File: src/rtl/elapsed_counter.sv
// Counts clocks since the last restart pulse, saturating at all ones.
// Assumes: restart loads 1, because the first clock after the restarting
// command is one clock later; reset leaves the count saturated.
module elapsed_counter #(
    parameter int CNT_W = 4
) (
    input  logic             clk,
    input  logic             rst_n,
    input  logic             restart_i,
    output logic [CNT_W-1:0] count_o
);
    localparam logic [CNT_W-1:0] SAT = {CNT_W{1'b1}};

    logic [CNT_W-1:0] count_q;

    // Restart, advance, or hold at saturation.
    always_ff @(posedge clk) begin
        if (!rst_n)
            count_q <= SAT;
        else if (restart_i)
            count_q <= CNT_W'(1);
        else if (count_q != SAT)
            count_q <= count_q + CNT_W'(1);
    end

    assign count_o = count_q;
endmodule

File: src/rtl/bank_slot.sv
// State of one bank: whether a row is open and how long since its last
// accepted ACTIVE. Assumes act_i and pre_i are already qualified as legal
// and never arrive together.
module bank_slot #(
    parameter int CNT_W   = 4,
    parameter int RCD_CLK = 8,
    parameter int RC_CLK  = 12
) (
    input  logic clk,
    input  logic rst_n,
    input  logic act_i,
    input  logic pre_i,
    output logic open_o,
    output logic rcd_ok_o,
    output logic rc_ok_o
);
    localparam logic [CNT_W-1:0] RCD_LIM = CNT_W'(RCD_CLK);
    localparam logic [CNT_W-1:0] RC_LIM  = CNT_W'(RC_CLK);

    logic             open_q;
    logic [CNT_W-1:0] since_act;

    // Open on ACTIVE, close on PRECHARGE, hold otherwise.
    always_ff @(posedge clk) begin
        if (!rst_n)
            open_q <= 1'b0;
        else if (act_i)
            open_q <= 1'b1;
        else if (pre_i)
            open_q <= 1'b0;
    end

    elapsed_counter #(.CNT_W(CNT_W)) u_since_act (
        .clk       (clk),
        .rst_n     (rst_n),
        .restart_i (act_i),
        .count_o   (since_act)
    );

    assign open_o   = open_q;
    assign rcd_ok_o = (since_act >= RCD_LIM);
    assign rc_ok_o  = (since_act >= RC_LIM);
endmodule

File: config.mk
export PLATFORM = sky130hd
export DESIGN_NAME = bank_slot
export DESIGN_NICKNAME = d
export VERILOG_FILES = /design/src/rtl/elapsed_counter.sv /design/src/rtl/bank_slot.sv
export SDC_FILE = /design/constraint.sdc
export NUM_CORES = 1
export LEC_CHECK = 0
export ABC_CLOCK_PERIOD_IN_PS = 1100
export BUFFER_PORTS_ARGS = -buffer_cell sky130_fd_sc_hd__buf_4
export CAP_MARGIN = 15
export CORE_AREA = 2 2 39 41
export DETAILED_ROUTE_END_ITERATION = 16
export DIE_AREA = 0 0 41 43
export HOLD_SLACK_MARGIN = 0.15
export MAX_ROUTING_LAYER = met4
export PLACE_DENSITY = 0.44
export SLEW_MARGIN = 25
export SYNTH_ARGS = -nofsm -noshare
export SYNTH_HDL_FRONTEND = slang
export SYNTH_SLANG_ARGS = --single-unit
File: constraint.sdc
create_clock -name clk -period 1.1 [get_ports clk]
set_input_delay 0.055 -clock clk [delete_from_list [all_inputs] [get_ports clk]]
set_output_delay 0.055 -clock clk [all_outputs]
set_load 0.1 [all_outputs]
==> out/metrics.yaml, run 1 <==
timing:
  holdWs_ns: 0.564
  setup_viol: 0
  postLayoutSetupSlackWorst_ns: 0.0794
  hold_viol: 0
  tns_ns: 0
  finClkSkew_ns: 0.00493
  period_minus_slack_ns: 1.02
  slew_headroom_pct: 81.6
  drv_slew: 0
  post-route-period-util_pct: 92.8
  fmax_mhz: 980
  rsz0062_at_grt: "no"
  worstMarginPinSlew_ns: 0.279
logic_synthesis:
  synth_compound_area_share_pct: 11.3
  async_flop_share_pct: 0
  avgSynthCellArea_um2: 9.71
  synth_most_common_cell: "dfxtp_1"
  yosys-top-cells-count: "dfxtp_1, o21ai_0"
  synth_cells: 25
  synth_edf_count: 0
  synth_fa_ha_area_share_pct: 10.3
  synthXorXnorAreaFrac_pct: 3.61
  synth_top_family_by_area: "simple AND/OR/NAND/NOR gates"
  synthTopCellsByArea: "dfxtp_1, ha_1, mux2i_1"
  synth_top_area_cell: "dfxtp_1"
  syn_nets: 31
  ys_types: 15
  yosys.area_share.simple_pct: 20.6
  synth-main-ff-cell: "dfxtp_1"
  yosysTopAreaCellShare_pct: 41.2
  ys_seq_area_share_pct: 41.2
  synth_area_um2: 243
  ys.warnings.count: 0
  synth_seq_cells: 5
  synth_mux_area_share_pct: 8.25
power:
  seqPwrFrac_pct: 35.4
  combPwrFrac_pct: 32.0
  swShare_pct: 33.5
  p_leak_uw: 0.000180
  power.share.clock_pct: 32.7
  cellPowerDensity_nw_per_um2: 1600
  intPower_uw: 421
  p_switching_uw: 213
  ir_drop_uv: 536
setup_path:
  slowest_stage: "dfxtp_2"
  rr_worst_depth: 4
  critPathBufInv: 1
  worstSetupEndpointType: "primary output"
  arrival_ns: 0.97
  cp_max_fo: 6
  path_cells: "and2_2, buf_8"
  cp.depth: 2
  cp.required_ns: 1.04
  crit_type: "flip-flop to primary output"
  slowest_delay_ns: 0.36
  critPathLaunchType: "flip-flop"
  critical-path-top-delay-family: "flip-flops"
finish:
  num_antenna_cells: 0
  syn2layout_area_growth_pct: 63.4
  stdcell_area_um2: 397
  fin_util_pct: 28.7
  drive_above_1_share_pct: 47.4
  nets: 45
global_routing:
  grt_start_max_net_pins: 7
  grt_pass1_wl_um: 655
  grt_pass1_vias: 173
  grt-ovfl-total: 0
  track_usage_pct: 6.29
  antenna_found_initial: 0
floorplan:
  pin_count: 7
  core_um2: 1380
  die-area_um2: 1760
  die_h_um: 43
  die_w_um: 41
  start_util_pct: 17.5
  row_count: 14
clocking:
  cts_made_buffers: 3
  cts_tree: "yes"
  cts_sinks: 5
  clk_latency_ns: 0.24
  root_buffer: "clkbuf_4"
  cts.path.max_buffers: 2
  clkTransAtPathRegs_ns: 0.04
  h-tree-depth: 1
route:
  antenna_left: 0
  vias: 205
  wl_um: 432
  via_per_inst: 3.80
  dr.pass1.iters: 2
  drc: 0
  drtIter0Drc: 1
  wl_per_cell_um: 8.00
worst_hold_path:
  min_path_type: "input port to flip-flop"
  holdPathStages: 3
place:
  place_hpwl_um: 305
  place_ws_ns: 0.0366
  gp_congestion: 0.634
  placed_cell_area_um2: 313
  port_buffers: 6
status:
  status: "completed"
flow_run:
  maxCapViolCount: 0
==> worst reg2reg max path: stages (launching register included) <==
cell	delay (ns)
dfxtp_4	0.36
inv_1	0.04
ha_1	0.28
mux2i_1	0.14
o21ai_1	0.07
==> repair_timing <==
item | CTS | global route
buffers inserted | 0 | 0
hold buffers | 3 | 0
endpoints found under the setup margin | 1 | 4
gates resized for setup | 3 | 6
hold endpoints to repair | 5 | 0
==> area by class of cell <==
type                            count  area (um2)
Tap cell                           16        20.0
Sequential cell                     5         109
Timing Repair Buffer               10        90.1
Inverter                            2        7.51
Clock buffer                        4        26.3
Fill cell                         149         987
Multi-Input combinational cell     17         144
==> through the flow <==
stage / power [uW] / instances
floorplan: 362 / 25
detailed placement: 403 / 47
global placement: 400 / 47
global route: 678 / 54
CTS: 636 / 54
finish: 634 / 54
==> registers in the layout (all words and copies together) (netlist names) <==
name and count:
u_since_act.count_o 4, open_o 1
==> path summary, 6_finish.rpt <==
check	from	end	slack, ns
min	act_i	u_since_act.count_o[1]	0.56
min reg2reg	u_since_act.count_o[1]	u_since_act.count_o[1]	0.57
max	u_since_act.count_o[3]	rc_ok_o	0.08
max reg2reg	u_since_act.count_o[0]	u_since_act.count_o[1]	0.10
==> per-layer routing <==
layer	global-route usage, %	share of wire [%]	up-vias	routed length [um]
li1	-	-	108	-
met5	-	0	-	0
met4	8.00	0	0	0
met1	7.44	51	90	222
met3	3.14	6.5	0	28
met2	6.25	42	7	182
==> placed cells by master, fill, tap and decap left out, types with 2 or more instances in the layout <==
cell,count
inv_1,2
nand3b_1,2
clkbuf_4,3
mux2i_1,2
dfxtp_2,4
buf_4,6
dlygate4sd3_1,3
o21ai_0,3
==> power by group through the flow <==
stage	sequential (uW)	combinational (uW)	clock (uW)
floorplan	235	127	0
global placement	220	180	0
detailed placement	221	182	0
CTS	219	199	218
global route	228	217	233
finish	224	203	207
==> cell families (layout without fill, tap and decap cells) <==
logic type | Yosys count | in the layout
buffers and inverters | 3 | 16
AND/OR/NAND/NOR | 7 | 7
AO/OA/AOI/OAI | 5 | 5
flip-flops | 5 | 5
adder cells (fa/ha/maj) | 2 | 2
multiplexers | 2 | 2
XOR/XNOR | 1 | 1
Note: power is estimated with default switching activity, not from simulation.
==> inputs of run 2 (changes only) <==
--- a/config.mk
+++ b/config.mk
@@ -7,3 +7,3 @@
 export LEC_CHECK = 0
-export ABC_CLOCK_PERIOD_IN_PS = 1100
+export ABC_AREA = 1
 export BUFFER_PORTS_ARGS = -buffer_cell sky130_fd_sc_hd__buf_4
@@ -15,3 +15,3 @@
 export MAX_ROUTING_LAYER = met4
-export PLACE_DENSITY = 0.44
+export PLACE_DENSITY = 0.48
 export SLEW_MARGIN = 25
==> constraint.sdc (replaced) <==
create_clock -name clk -period 1.1 [get_ports clk]
set_input_delay 0.22 -clock clk [delete_from_list [all_inputs] [get_ports clk]]
set_output_delay 0.22 -clock clk [all_outputs]
set_load 0.1 [all_outputs]
==> out/metrics.yaml, run 2 <==
logic_synthesis:
  synth_fa_ha_area_share_pct: 8.77
  synth_top_area_cell: "dfxtp_1"
  yosysTopAreaCellShare_pct: 35.1
  yosys-top-cells-count: "inv_1, nand2_1, dfxtp_1, nor2_1, nand3_1"
  ys_seq_area_share_pct: 35.1
  synth_area_um2: 285
  synthXorXnorAreaFrac_pct: 0
  synth_top_family_by_area: "simple AND/OR/NAND/NOR gates"
  async_flop_share_pct: 0
  synth_mux_area_share_pct: 0
  synth_compound_area_share_pct: 5.26
  ys_types: 13
  synthTopCellsByArea: "dfxtp_1, inv_1, nand2_1"
  synth_cells: 41
  yosys.area_share.simple_pct: 36.4
  synth-main-ff-cell: "dfxtp_1"
  syn_nets: 47
  avgSynthCellArea_um2: 6.96
  synth_edf_count: 0
  ys.warnings.count: 0
  synth_seq_cells: 5
place:
  place_hpwl_um: 432
  dp_cells: 66
  port_buffers: 6
  placed_cell_area_um2: 382
  gp_congestion: 0.677
  place_ws_ns: 0.0274
clocking:
  cts.path.max_buffers: 2
  cts_made_buffers: 3
  h-tree-depth: 1
  cts_sinks: 5
  clk_latency_ns: 0.24
  clkTransAtPathRegs_ns: 0.05
  root_buffer: "clkbuf_4"
  hold_buffers: 0
  cts_tree: "yes"
worst_hold_path:
  min-delay-start: "rst_n"
  min_path_type: "input port to flip-flop"
  holdPathStages: 2
  hold_path_end: "u_since_act.count_o[3]"
finish:
  instances_no_fill: 71
  final_common_cell: "buf_4"
  final_cell_mix: "buf_4, inv_1, nand2_1"
  num_antenna_cells: 0
  syn2layout_area_growth_pct: 62.7
  stdcell_area_um2: 464
  largest_register_ffs: 4
  nets: 62
  fin_util_pct: 33.5
  drive_above_1_share_pct: 52.7
global_routing:
  use_met1_pct: 8.04
  use_met3_pct: 6.28
  grt_pass1_vias: 225
  track_usage_pct: 7.51
  grtUsageMet2_pct: 10.3
  grt_start_max_net_pins: 5
  grt_busiest_layer: "met2"
  grt_pass1_wl_um: 841
  antenna_found_initial: 0
  grt-ovfl-total: 0
floorplan:
  pin_count: 7
  die-area_um2: 1760
  start_util_pct: 20.6
  core_um2: 1380
  die_w_um: 41
  die_h_um: 43
  row_count: 14
timing:
  post-route-period-util_pct: 103
  rsz0062_at_grt: "yes"
  hold_viol: 0
  slew_headroom_pct: 81.6
  finClkSkew_ns: 0.00379
  holdWs_ns: 0.167
  drv_slew: 0
  worstMarginPinSlew_ns: 0.278
  period_minus_slack_ns: 1.14
  postLayoutSetupSlackWorst_ns: -0.0350
  fmax_mhz: 881
  setup_viol: 1
route:
  wl_per_cell_um: 7.62
  drc: 0
  dr.pass1.iters: 1
  antenna_left: 0
  drtIter0Drc: 0
  via_per_inst: 3.83
  wl_um: 541
  vias: 272
setup_path:
  path_cells: "nand2_2, clkinvlp_4, buf_12"
  r2r_start: "u_since_act.count_o[0]"
  arrival_ns: 0.92
  critPathBufInv: 2
  worstSetupEndpointType: "primary output"
  crit_type: "flip-flop to primary output"
  slowest_stage: "dfxtp_2"
  r2r_slack_ns: 0.06
  cp.required_ns: 0.88
  rr_worst_depth: 6
  critical-path-top-delay-family: "flip-flops"
  critPathLaunchType: "flip-flop"
  slowest_delay_ns: 0.32
  cp_max_fo: 2
  r2r_end: "u_since_act.count_o[1]"
status:
  status: "complete, but fails checks"
  violations: "negative setup slack"
power:
  swShare_pct: 36.1
  p_switching_uw: 254
  seqPwrFrac_pct: 31.3
  power.share.clock_pct: 30.7
  intPower_uw: 449
  p_leak_uw: 0.000237
  cellPowerDensity_nw_per_um2: 1510
  combPwrFrac_pct: 37.9
  ir_drop_uv: 778
flow_run:
  maxCapViolCount: 0
[run 2: through the flow]
stage / total power (uW) / setup TNS [ns]
after CTS: 710 / -0.0521
after global routing: 750 / -0.0723
after floorplan: 385 / 0
final: 703 / -0.0350
after global placement: 444 / 0
after detailed placement: 445 / 0
[run 2: kinds of logic (layout without fill, tap and decap cells)]
logic type | after synthesis | count (layout)
simple gates | 20 | 20
buf+inv | 11 | 25
flops | 5 | 5
compound gates | 3 | 3
fa+ha+maj | 2 | 2
[run 2: how the worst max path moves through the flow]
stage | cells after the start | endpoint | slack (ns) | startpoint
global route | 3 | rc_ok_o | -0.07 | u_since_act.count_o[2]
floorplan | 2 | rc_ok_o | 0.02 | u_since_act.count_o[3]
global placement | 6 | u_since_act.count_o[0] | 0.02 | u_since_act.count_o[0]
detailed placement | 6 | u_since_act.count_o[0] | 0.03 | u_since_act.count_o[1]
CTS | 3 | rc_ok_o | -0.05 | u_since_act.count_o[2]
finish | 3 | rc_ok_o | -0.04 | u_since_act.count_o[2]
[run 2: power by group through the flow]
stage	logic, uW	clock network, uW	registers, uW
after floorplan	150	0	235
after global placement	229	0	216
after detailed placement	230	0	215
after CTS	265	229	215
after global routing	288	239	224
final	267	216	220
[run 2: worst register-to-register path: cells and delay by family (launching register included)]
family	cells	cell delay (ns)
adders and majority gates	1	0.28
DFF	1	0.37
and+or+nand+nor	3	0.16
buffers and inverters	2	0.12
[run 2: area by class of cell]
type	instances	area, um2
clock buffer	4	26.3
timing repair buffer	11	111
sequential	5	106
multi-input combinational	25	159
fill	148	920
inverter	10	41.3
tap	16	20.0
[run 2: what timing repair did]
item / 4_1_cts / 5_1_grt
setup endpoints to repair: 2 / 3
buffers inserted: 1 / 0
pin swaps: 1 / 0
resized for setup: 10 / 4
[run 2: layer usage]
layer / vias to the layer above / routed length, um
met3: 0 / 39
li1: 149 / -
met2: 7 / 247
met4: 0 / 0
met5: - / 0
met1: 116 / 254
